## src/rtl/audio_ctl_seq_pkg.sv

```systemverilog
package audio_ctl_seq_pkg;

  localparam int REG_W      = 8;
  localparam int INIT_STEPS = 4;
  localparam int SLOT_W     = $clog2(INIT_STEPS);

  // system-control bit map (decoded by the analog board)
  localparam logic [REG_W-1:0] SYS_RELAY = 8'h01;
  localparam logic [REG_W-1:0] SYS_PVOLT = 8'h02;
  localparam logic [REG_W-1:0] SYS_MUTE  = 8'h04;
  localparam logic [REG_W-1:0] SYS_PHOFF = 8'h08;
  localparam logic [REG_W-1:0] SYS_SRC   = 8'h30;
  localparam logic [REG_W-1:0] SYS_PWRUP = 8'h80;

  // clock/routing bit map
  localparam logic [REG_W-1:0] CLK_RATE  = 8'h07;
  localparam logic [REG_W-1:0] CLK_SYNC  = 8'h08;
  localparam logic [REG_W-1:0] CLK_WSEL  = 8'h10;
  localparam logic [REG_W-1:0] CLK_KEY   = 8'h1F;
  localparam logic [REG_W-1:0] EXT_SPDIF = 8'h08;
  localparam logic [REG_W-1:0] EXT_WC1   = 8'h0A;
  localparam logic [REG_W-1:0] EXT_WC256 = 8'h1A;

  localparam logic [3:0] SPEED_NORMAL = 4'b0000;
  localparam logic [3:0] SPEED_DOUBLE = 4'b0101;
  localparam logic [3:0] SPEED_QUAD   = 4'b1010;

  typedef enum logic [2:0] {
    OP_INMODE  = 3'd0,
    OP_PHANTOM = 3'd1,
    OP_MUTE    = 3'd2,
    OP_RATE    = 3'd3,
    OP_EXTCLK  = 3'd4,
    OP_CLKLOAD = 3'd5
  } opT;

  typedef enum logic [1:0] {
    REG_SYS = 2'd0,
    REG_MON = 2'd1,
    REG_CLK = 2'd2
  } regSelT;

  typedef struct packed {
    regSelT           sel;
    logic [REG_W-1:0] data;
  } regWriteT;

  typedef struct packed {
    logic              latchPlan;
    logic              commit;
    logic              initMode;
    logic [SLOT_W-1:0] slot;
  } strobeT;

  function automatic regWriteT initWrite(input logic [SLOT_W-1:0] idx);
    regWriteT w;
    case (idx)
      2'd0:    begin w.sel = REG_SYS; w.data = SYS_PHOFF; end
      2'd1:    begin w.sel = REG_SYS; w.data = SYS_PHOFF | SYS_PWRUP; end
      2'd2:    begin w.sel = REG_MON; w.data = '0; end
      default: begin w.sel = REG_CLK; w.data = '0; end
    endcase
    return w;
  endfunction

  function automatic logic [31:0] rateHz(input logic [2:0] code);
    case (code)
      3'd0:    return 32'd44100;
      3'd1:    return 32'd48000;
      3'd2:    return 32'd88200;
      3'd3:    return 32'd96000;
      3'd4:    return 32'd176400;
      default: return 32'd192000;
    endcase
  endfunction

  function automatic logic [3:0] speedFor(input logic [31:0] hz);
    if (hz > 32'd108000)     return SPEED_QUAD;
    else if (hz > 32'd54000) return SPEED_DOUBLE;
    else                     return SPEED_NORMAL;
  endfunction

endpackage

```

## src/rtl/audio_ctl_seq_ctrl.sv

```systemverilog
module audio_ctl_seq_ctrl
  import audio_ctl_seq_pkg::*;
(
  input  logic       clk,
  input  logic       rst_n,
  input  logic       cmdValid,
  input  logic [1:0] reqCount,
  input  logic       wrReady,
  output logic       cmdReady,
  output logic       wrValid,
  output strobeT     strobes
);

  typedef enum logic [1:0] {ST_INIT, ST_IDLE, ST_ISSUE} stateT;

  localparam logic [SLOT_W-1:0] LAST_INIT = SLOT_W'(INIT_STEPS - 1);

  stateT             state;
  logic [SLOT_W-1:0] slotR;
  logic              lastR;
  logic              accept;
  logic              fire;

  always_comb begin
    cmdReady          = (state == ST_IDLE);
    wrValid           = (state != ST_IDLE);
    accept            = cmdValid && cmdReady;
    fire              = wrValid && wrReady;
    strobes.latchPlan = accept;
    strobes.commit    = fire;
    strobes.initMode  = (state == ST_INIT);
    strobes.slot      = slotR;
  end

  always_ff @(posedge clk or negedge rst_n) begin
    if (!rst_n) begin
      state <= ST_INIT;
      slotR <= '0;
      lastR <= 1'b0;
    end else begin
      case (state)
        ST_INIT: begin
          if (fire) begin
            if (slotR == LAST_INIT) begin
              state <= ST_IDLE;
              slotR <= '0;
            end else begin
              slotR <= slotR + 1'b1;
            end
          end
        end
        ST_IDLE: begin
          if (accept && reqCount != 2'd0) begin
            state <= ST_ISSUE;
            slotR <= '0;
            lastR <= (reqCount == 2'd2);
          end
        end
        default: begin
          if (fire) begin
            if (slotR[0] == lastR) begin
              state <= ST_IDLE;
              slotR <= '0;
            end else begin
              slotR <= slotR + 1'b1;
            end
          end
        end
      endcase
    end
  end

endmodule

```

## src/rtl/audio_ctl_seq_datapath.sv

```systemverilog
module audio_ctl_seq_datapath
  import audio_ctl_seq_pkg::*;
#(
  parameter int HZ_W = 18
) (
  input  logic             clk,
  input  logic             rst_n,
  input  strobeT           strobes,
  input  logic [2:0]       cmdOp,
  input  logic [REG_W-1:0] cmdArg,
  input  logic             extRateValid,
  input  logic [HZ_W-1:0]  extRateHz,
  output logic [1:0]       reqCount,
  output logic [1:0]       wrSel,
  output logic [REG_W-1:0] wrData,
  output logic [3:0]       codecSpeed,
  output logic             clkCfgErr
);

  logic [REG_W-1:0] sysR;
  logic [REG_W-1:0] clkR;
  logic [3:0]       speedR;
  regWriteT         planR [2];

  regWriteT         step0;
  regWriteT         step1;
  logic             spdUpd;
  logic [3:0]       spdVal;
  logic [1:0]       tgt;
  logic [REG_W-1:0] nv;
  regWriteT         curW;
  logic             extMaster;

  // plan the write pair for the offered command
  always_comb begin
    reqCount   = 2'd0;
    step0.sel  = REG_SYS;
    step0.data = sysR;
    step1.sel  = REG_SYS;
    step1.data = sysR;
    spdUpd     = 1'b0;
    spdVal     = speedR;
    tgt        = 2'b00;
    nv         = sysR;
    case (cmdOp)
      OP_INMODE: begin
        if (cmdArg[1:0] != 2'd3) begin
          tgt = (cmdArg[1:0] == 2'd2) ? 2'b11 : cmdArg[1:0];
          if (tgt != sysR[5:4]) begin
            reqCount = 2'd2;
            if (tgt == 2'b00) begin
              step0.data = sysR & ~SYS_SRC;
              step1.data = step0.data & ~SYS_RELAY;
            end else begin
              step0.data = sysR | SYS_RELAY;
              step1.data = (step0.data & ~SYS_SRC) | {2'b00, tgt, 4'b0000};
            end
          end
        end
      end
      OP_PHANTOM: begin
        if (cmdArg[0] != sysR[1]) begin
          reqCount = 2'd2;
          if (cmdArg[0]) begin
            step0.data = sysR | SYS_PVOLT;
            step1.data = step0.data & ~SYS_PHOFF;
          end else begin
            step0.data = sysR & ~SYS_PVOLT;
            step1.data = step0.data | SYS_PHOFF;
          end
        end
      end
      OP_MUTE: begin
        nv = cmdArg[0] ? (sysR | SYS_MUTE) : (sysR & ~SYS_MUTE);
        if (nv != sysR) begin
          reqCount   = 2'd1;
          step0.data = nv;
        end
      end
      OP_RATE: begin
        if (cmdArg[2:0] <= 3'd5) begin
          spdUpd    = 1'b1;
          spdVal    = speedFor(rateHz(cmdArg[2:0]));
          nv        = (clkR & ~(CLK_RATE | CLK_SYNC)) | {5'b00000, cmdArg[2:0]};
          step0.sel = REG_CLK;
          step0.data = nv;
          if (nv != clkR) reqCount = 2'd1;
        end
      end
      OP_EXTCLK: begin
        if (cmdArg[1:0] != 2'd3) begin
          case (cmdArg[1:0])
            2'd0:    nv = (clkR & ~(CLK_RATE | CLK_WSEL)) | EXT_SPDIF;
            2'd1:    nv = (clkR & ~(CLK_RATE | CLK_WSEL)) | EXT_WC1;
            default: nv = (clkR & ~(CLK_RATE | CLK_WSEL)) | EXT_WC256;
          endcase
          step0.sel  = REG_CLK;
          step0.data = nv;
          if (nv != clkR) reqCount = 2'd1;
        end
      end
      OP_CLKLOAD: begin
        step0.sel  = REG_CLK;
        step0.data = cmdArg;
        if (cmdArg != clkR) reqCount = 2'd1;
      end
      default: ;
    endcase
  end

  // current request: fixed power-up table or the latched plan
  always_comb begin
    if (strobes.initMode) curW = initWrite(strobes.slot);
    else                  curW = planR[strobes.slot[0]];
    wrSel  = curW.sel;
    wrData = curW.data;
  end

  assign extMaster  = ((clkR & CLK_KEY) == EXT_SPDIF);
  assign clkCfgErr  = ((clkR & CLK_SYNC) != '0) &&
                      ((clkR & CLK_KEY) != EXT_SPDIF) &&
                      ((clkR & CLK_KEY) != EXT_WC1) &&
                      ((clkR & CLK_KEY) != EXT_WC256);
  assign codecSpeed = speedR;

  always_ff @(posedge clk or negedge rst_n) begin
    if (!rst_n) begin
      planR[0] <= '0;
      planR[1] <= '0;
    end else if (strobes.latchPlan) begin
      planR[0] <= step0;
      planR[1] <= step1;
    end
  end

  always_ff @(posedge clk or negedge rst_n) begin
    if (!rst_n) begin
      sysR <= '0;
      clkR <= '0;
    end else if (strobes.commit) begin
      case (curW.sel)
        REG_SYS: sysR <= curW.data;
        REG_CLK: clkR <= curW.data;
        default: ;
      endcase
    end
  end

  always_ff @(posedge clk or negedge rst_n) begin
    if (!rst_n) begin
      speedR <= SPEED_NORMAL;
    end else if (strobes.latchPlan && spdUpd) begin
      speedR <= spdVal;
    end else if (extRateValid && extMaster && extRateHz != '0) begin
      speedR <= speedFor(32'(extRateHz));
    end
  end

endmodule

```

## src/rtl/audio_ctl_sequencer.sv

```systemverilog
module audio_ctl_sequencer
  import audio_ctl_seq_pkg::*;
#(
  parameter int HZ_W = 18
) (
  input  logic             clk,
  input  logic             rst_n,
  input  logic             cmdValid,
  input  logic [2:0]       cmdOp,
  input  logic [7:0]       cmdArg,
  output logic             cmdReady,
  input  logic             extRateValid,
  input  logic [HZ_W-1:0]  extRateHz,
  output logic             wrValid,
  input  logic             wrReady,
  output logic [1:0]       wrSel,
  output logic [7:0]       wrData,
  output logic [3:0]       codecSpeed,
  output logic             clkCfgErr
);

  strobeT     strobes;
  logic [1:0] reqCount;

  audio_ctl_seq_ctrl u_ctrl (
    .clk      (clk),
    .rst_n    (rst_n),
    .cmdValid (cmdValid),
    .reqCount (reqCount),
    .wrReady  (wrReady),
    .cmdReady (cmdReady),
    .wrValid  (wrValid),
    .strobes  (strobes)
  );

  audio_ctl_seq_datapath #(.HZ_W(HZ_W)) u_dp (
    .clk          (clk),
    .rst_n        (rst_n),
    .strobes      (strobes),
    .cmdOp        (cmdOp),
    .cmdArg       (cmdArg),
    .extRateValid (extRateValid),
    .extRateHz    (extRateHz),
    .reqCount     (reqCount),
    .wrSel        (wrSel),
    .wrData       (wrData),
    .codecSpeed   (codecSpeed),
    .clkCfgErr    (clkCfgErr)
  );

endmodule

```

## config.mk

```make
export PLATFORM = sky130hd
export DESIGN_NAME = audio_ctl_sequencer
export DESIGN_NICKNAME = d
export VERILOG_FILES = /design/src/rtl/audio_ctl_seq_pkg.sv /design/src/rtl/audio_ctl_seq_ctrl.sv /design/src/rtl/audio_ctl_seq_datapath.sv /design/src/rtl/audio_ctl_sequencer.sv
export SDC_FILE = /design/constraint.sdc
export NUM_CORES = 1
export LEC_CHECK = 0
export BUFFER_PORTS_ARGS = -buffer_cell sky130_fd_sc_hd__buf_2
export CORE_ASPECT_RATIO = 0.6
export CORE_MARGIN = 3
export CORE_UTILIZATION = 60
export CTS_CLUSTER_DIAMETER = 60
export CTS_CLUSTER_SIZE = 10
export DETAILED_ROUTE_END_ITERATION = 8
export PLACE_DENSITY = 0.9
export SYNTH_ARGS = -nofsm -noshare
export SYNTH_HDL_FRONTEND = slang
export SYNTH_HIERARCHICAL = 1
export SYNTH_SLANG_ARGS = --single-unit
export TNS_END_PERCENT = 100
```

## constraint.sdc

```tcl
create_clock -name clk -period 3.73 [get_ports clk]
set_clock_uncertainty 0.15 [all_clocks]
set_input_delay 0.1865 -clock clk [delete_from_list [all_inputs] [get_ports clk]]
set_output_delay 0.1865 -clock clk [all_outputs]
set_load 0.02 [all_outputs]
```

==> results by group <==
GRT
  • Initial antenna violation count: 0
  • Vias in the first global route: 2375
  • Global-route wire length before repair: 12.27 mm
  • GRT overflow: 0
  • Largest net degree at the start of global routing: 41
  • GRT Total Usage: 28.99%

Place
  • I/O Buffers: 50
  • Placed Area: 3025 um^2
  • HPWL after detailed placement: 5.573 mm
  • Routability cong.: 0.9589

Routing
  • Total Wirelength: 7.512 mm
  • Drt pass-1 iters: 5
  • Post-route ant nets: 0
  • DR iter-0 viols: 422
  • Total number of vias: 2558
  • Vias per cell: 6.239
  • Remaining DRCs: 0
  • WL/cell: 18.32 um

Floorplan
  • Number of I/O pins: 51
  • Core Footprint: 4279 um^2
  • Initial Utilization: 65.03%
  • Full die area: 5518 um^2
  • Die W: 93.92 um
  • FP Rows: 18
  • Die height: 58.75 um

Timing
  • WHS: 55.27 ps
  • Max-slew headroom: 39.55%
  • Fin. Hold Viols: 0
  • RSZ-0062 raised after global routing: false
  • Worst-Margin Slew: 906.8 ps
  • Fmax: 416.4 MHz
  • Tmin final: 2402 ps
  • Setup tns final: 0 ps
  • Setup violations, final: 0
  • Max Slew Vio Count: 0
  • Final Cycle Share: 64.38%

CTS
  • Total CTS buffers: 5
  • H-tree levels: 2
  • TritonCTS Sinks: 40
  • CTS tree: yes
  • # Post-CTS Setup Buffers: 0
  • Resized cells post-CTS: 0
  • Worst-skew pair later-pin latency: 300 ps
  • Root Driver: clkbuf_8
  • Worst-path clk slew: 80 ps
  • Clk buf depth: 2

Logic synthesis
  • Syn Area/Cell: 9.094 um^2
  • Yosys cell types: 68
  • Post-synthesis mux area share: 11.78%
  • Post-synthesis simple-gate area fraction: 19.74%
  • Post-Synth XOR/XNOR Area: 2.518%
  • Largest family of logic cells by synthesized area: compound AO/OA/AOI/OAI gates
  • Synth Area in Compound Gates: 20.64%
  • Asr flop ratio synth: 100.0%
  • Register area share after synthesis: 35.97%
  • Post-synthesis net count: 347
  • Synthesized flop and latch total: 40
  • Mapped Area: 2783 um^2
  • Cell count after synthesis: 306
  • Post-synthesis adder-cell area fraction: 3.147%
  • Synth Warn #: 6
  • Top FF cell, synth: dfrtp_1
  • Post-synth EDFFs: 0

Pwr
  • Pwr/cell area: 763.0 nW/um^2
  • Peak VDD IR: 0.4218 mV
  • Power Total: 2.401 mW
  • Leakage power: 1.414 nW

Flow run
  • Max_cap viols: 0

Critical path
  • CP arrival: 2430 ps
  • Critical Path Fanout Max: 6
  • WP data required: 3760 ps
  • Critical path capture point type: flip-flop
  • Critical path type: flip-flop to flip-flop
  • Startpoint types: flip-flop

Min path
  • Hold Crit Class: primary input to flip-flop

Final layout
  • Antenna Cells: 0
  • Nets: 390
  • Most frequent cells in the layout: buf_2 (50), dfrtp_1 (40), nor2_1 (27)
  • Ratio of cells with drive above 1 in the final layout: 26.86%
  • Area Overhead vs Synth: 13.08%
  • Most common cell after layout, fill and taps aside: buf_2
  • Fin area: 3147 um^2

Run status
  • Status: finished clean
-- cell families after synthesis --
group,count (synthesis)
simple gates,101
compound gates,83
flops,40
buf+inv,37
mux,30
xor+xnor,8
fa+ha+maj,7
-- per-layer routing --
layer  vias up  share of wire [%]  global-route usage [%]
met1      1214                 45                   43.72
met3         7                 10                   6.386
met2       141                 44                   42.79
met4         0               0.48                   6.584
li1       1196                  -                       -
met5         -                  0                       0
-- report_power, final --
part | internal, mW | leakage [nW] | switching (mW)
logic | 0.508 | 0.872 | 0.666
clock network | 0.198 | 0.0541 | 0.161
registers | 0.639 | 0.488 | 0.230
total | 1.35 | 1.41 | 1.06
-- cell type report --
| class | count | area, um^2 |
|---|---|---|
| multi-input cells | 229 | 1609 |
| fillers | 343 | 1132 |
| flip-flops and latches | 40 | 1001 |
| repair buffers | 53 | 275.3 |
| inverters | 20 | 75.07 |
| well taps | 60 | 75.07 |
| clock buffers | 5 | 68.82 |
| clock inverters | 3 | 42.54 |
-- cells in the mapped netlist (all sizes together) (2+ instances only) --
| master | n | area [um^2] |
|---|---|---|
| o21ai | 17 | 85.08 |
| clkbuf | 2 | 7.510 |
| nand2b | 6 | 40.04 |
| mux2i | 11 | 110.1 |
| nand3 | 8 | 40.04 |
| o211ai | 4 | 43.79 |
| nor2 | 27 | 101.4 |
| mux2 | 19 | 217.7 |
| nor4b | 2 | 23.77 |
| ha | 7 | 87.58 |
| a31oi | 7 | 43.79 |
| nand3b | 2 | 15.01 |
| nand2 | 23 | 86.33 |
| xnor2 | 5 | 43.79 |
| o31ai | 2 | 15.01 |
| or3 | 2 | 12.51 |
| a21boi | 2 | 15.01 |
| xor2 | 3 | 26.28 |
| o21a | 3 | 22.52 |
| nor2b | 4 | 30.03 |
| a21o | 2 | 15.01 |
| nor4 | 4 | 46.29 |
| nand4 | 2 | 12.51 |
| o2111ai | 2 | 17.52 |
| and4 | 2 | 17.52 |
| o21bai | 2 | 15.01 |
| a41oi | 2 | 17.52 |
| inv | 20 | 75.07 |
| and2 | 3 | 18.77 |
| or2 | 4 | 27.53 |
| buf | 15 | 90.08 |
| and3 | 4 | 26.28 |
| a222oi | 2 | 20.02 |
| a22oi | 4 | 30.03 |
| nor3 | 5 | 25.02 |
| dfrtp | 40 | 1001 |
| o221ai | 3 | 26.28 |
| a21oi | 19 | 95.09 |
-- path summary, 6_finish.rpt --
| check | from | to | slack, ps | cells after the start |
|---|---|---|---|---|
| setup / recovery | u_dp/clkR[4]$_DFFE_PN0P_ | u_ctrl/slotR[0]$_DFFE_PN0P_ | 1330 | 7 |
| hold / removal | cmdValid | u_ctrl/state[1]$_DFFE_PN0P_ | 60 | 3 |
| setup reg to reg | u_dp/clkR[4]$_DFFE_PN0P_ | u_ctrl/slotR[0]$_DFFE_PN0P_ | 1330 | 7 |
| hold reg to reg | u_dp/planR[2]$_DFFE_PN0P_ | u_dp/planR[2]$_DFFE_PN0P_ | 370 | 1 |
| max in group asynchronous | rst_n | u_dp/planR[1]$_DFFE_PN0P_ | 2460 | 2 |
| min in group asynchronous | rst_n | u_ctrl/slotR[1]$_DFFE_PN0P_ | 400 | 2 |
-- registers in the layout, summed over array words and instances (netlist names) --
register	count
u_ctrl/lastR	1
u_ctrl/slotR	2
u_ctrl/state	2
u_dp/clkR	8
u_dp/codecSpeed	2
u_dp/planR	17
u_dp/sysR	8
-- repair_timing --
| action | CTS | global route |
|---|---|---|
| hold buffers | 1 | 0 |
| hold endpoints to repair | 40 | 0 |
| endpoints found under the setup margin | 0 | 0 |
-- critical path, cell delays in order, from the launching register on --
cell and delay, ps:
dfrtp_1 460, nor4b_1 540, a21boi_0 160, a22oi_1 250, nand3_1 200, o211ai_4 260
o2bb2ai_2 120, mux2i_1 140
-- stage by stage --
step / cells / setup WS, ps / util [%]
floorplan: 306 / 1637 / -
global placement: 401 / 1241 / 70.70
detailed placement: 401 / 1152 / 70.70
CTS: 410 / 1366 / 73.54
global route: 410 / 1054 / 73.54
finish: 410 / 1328 / 73.54
No activity file was read; power rests on OpenSTA's default activity.
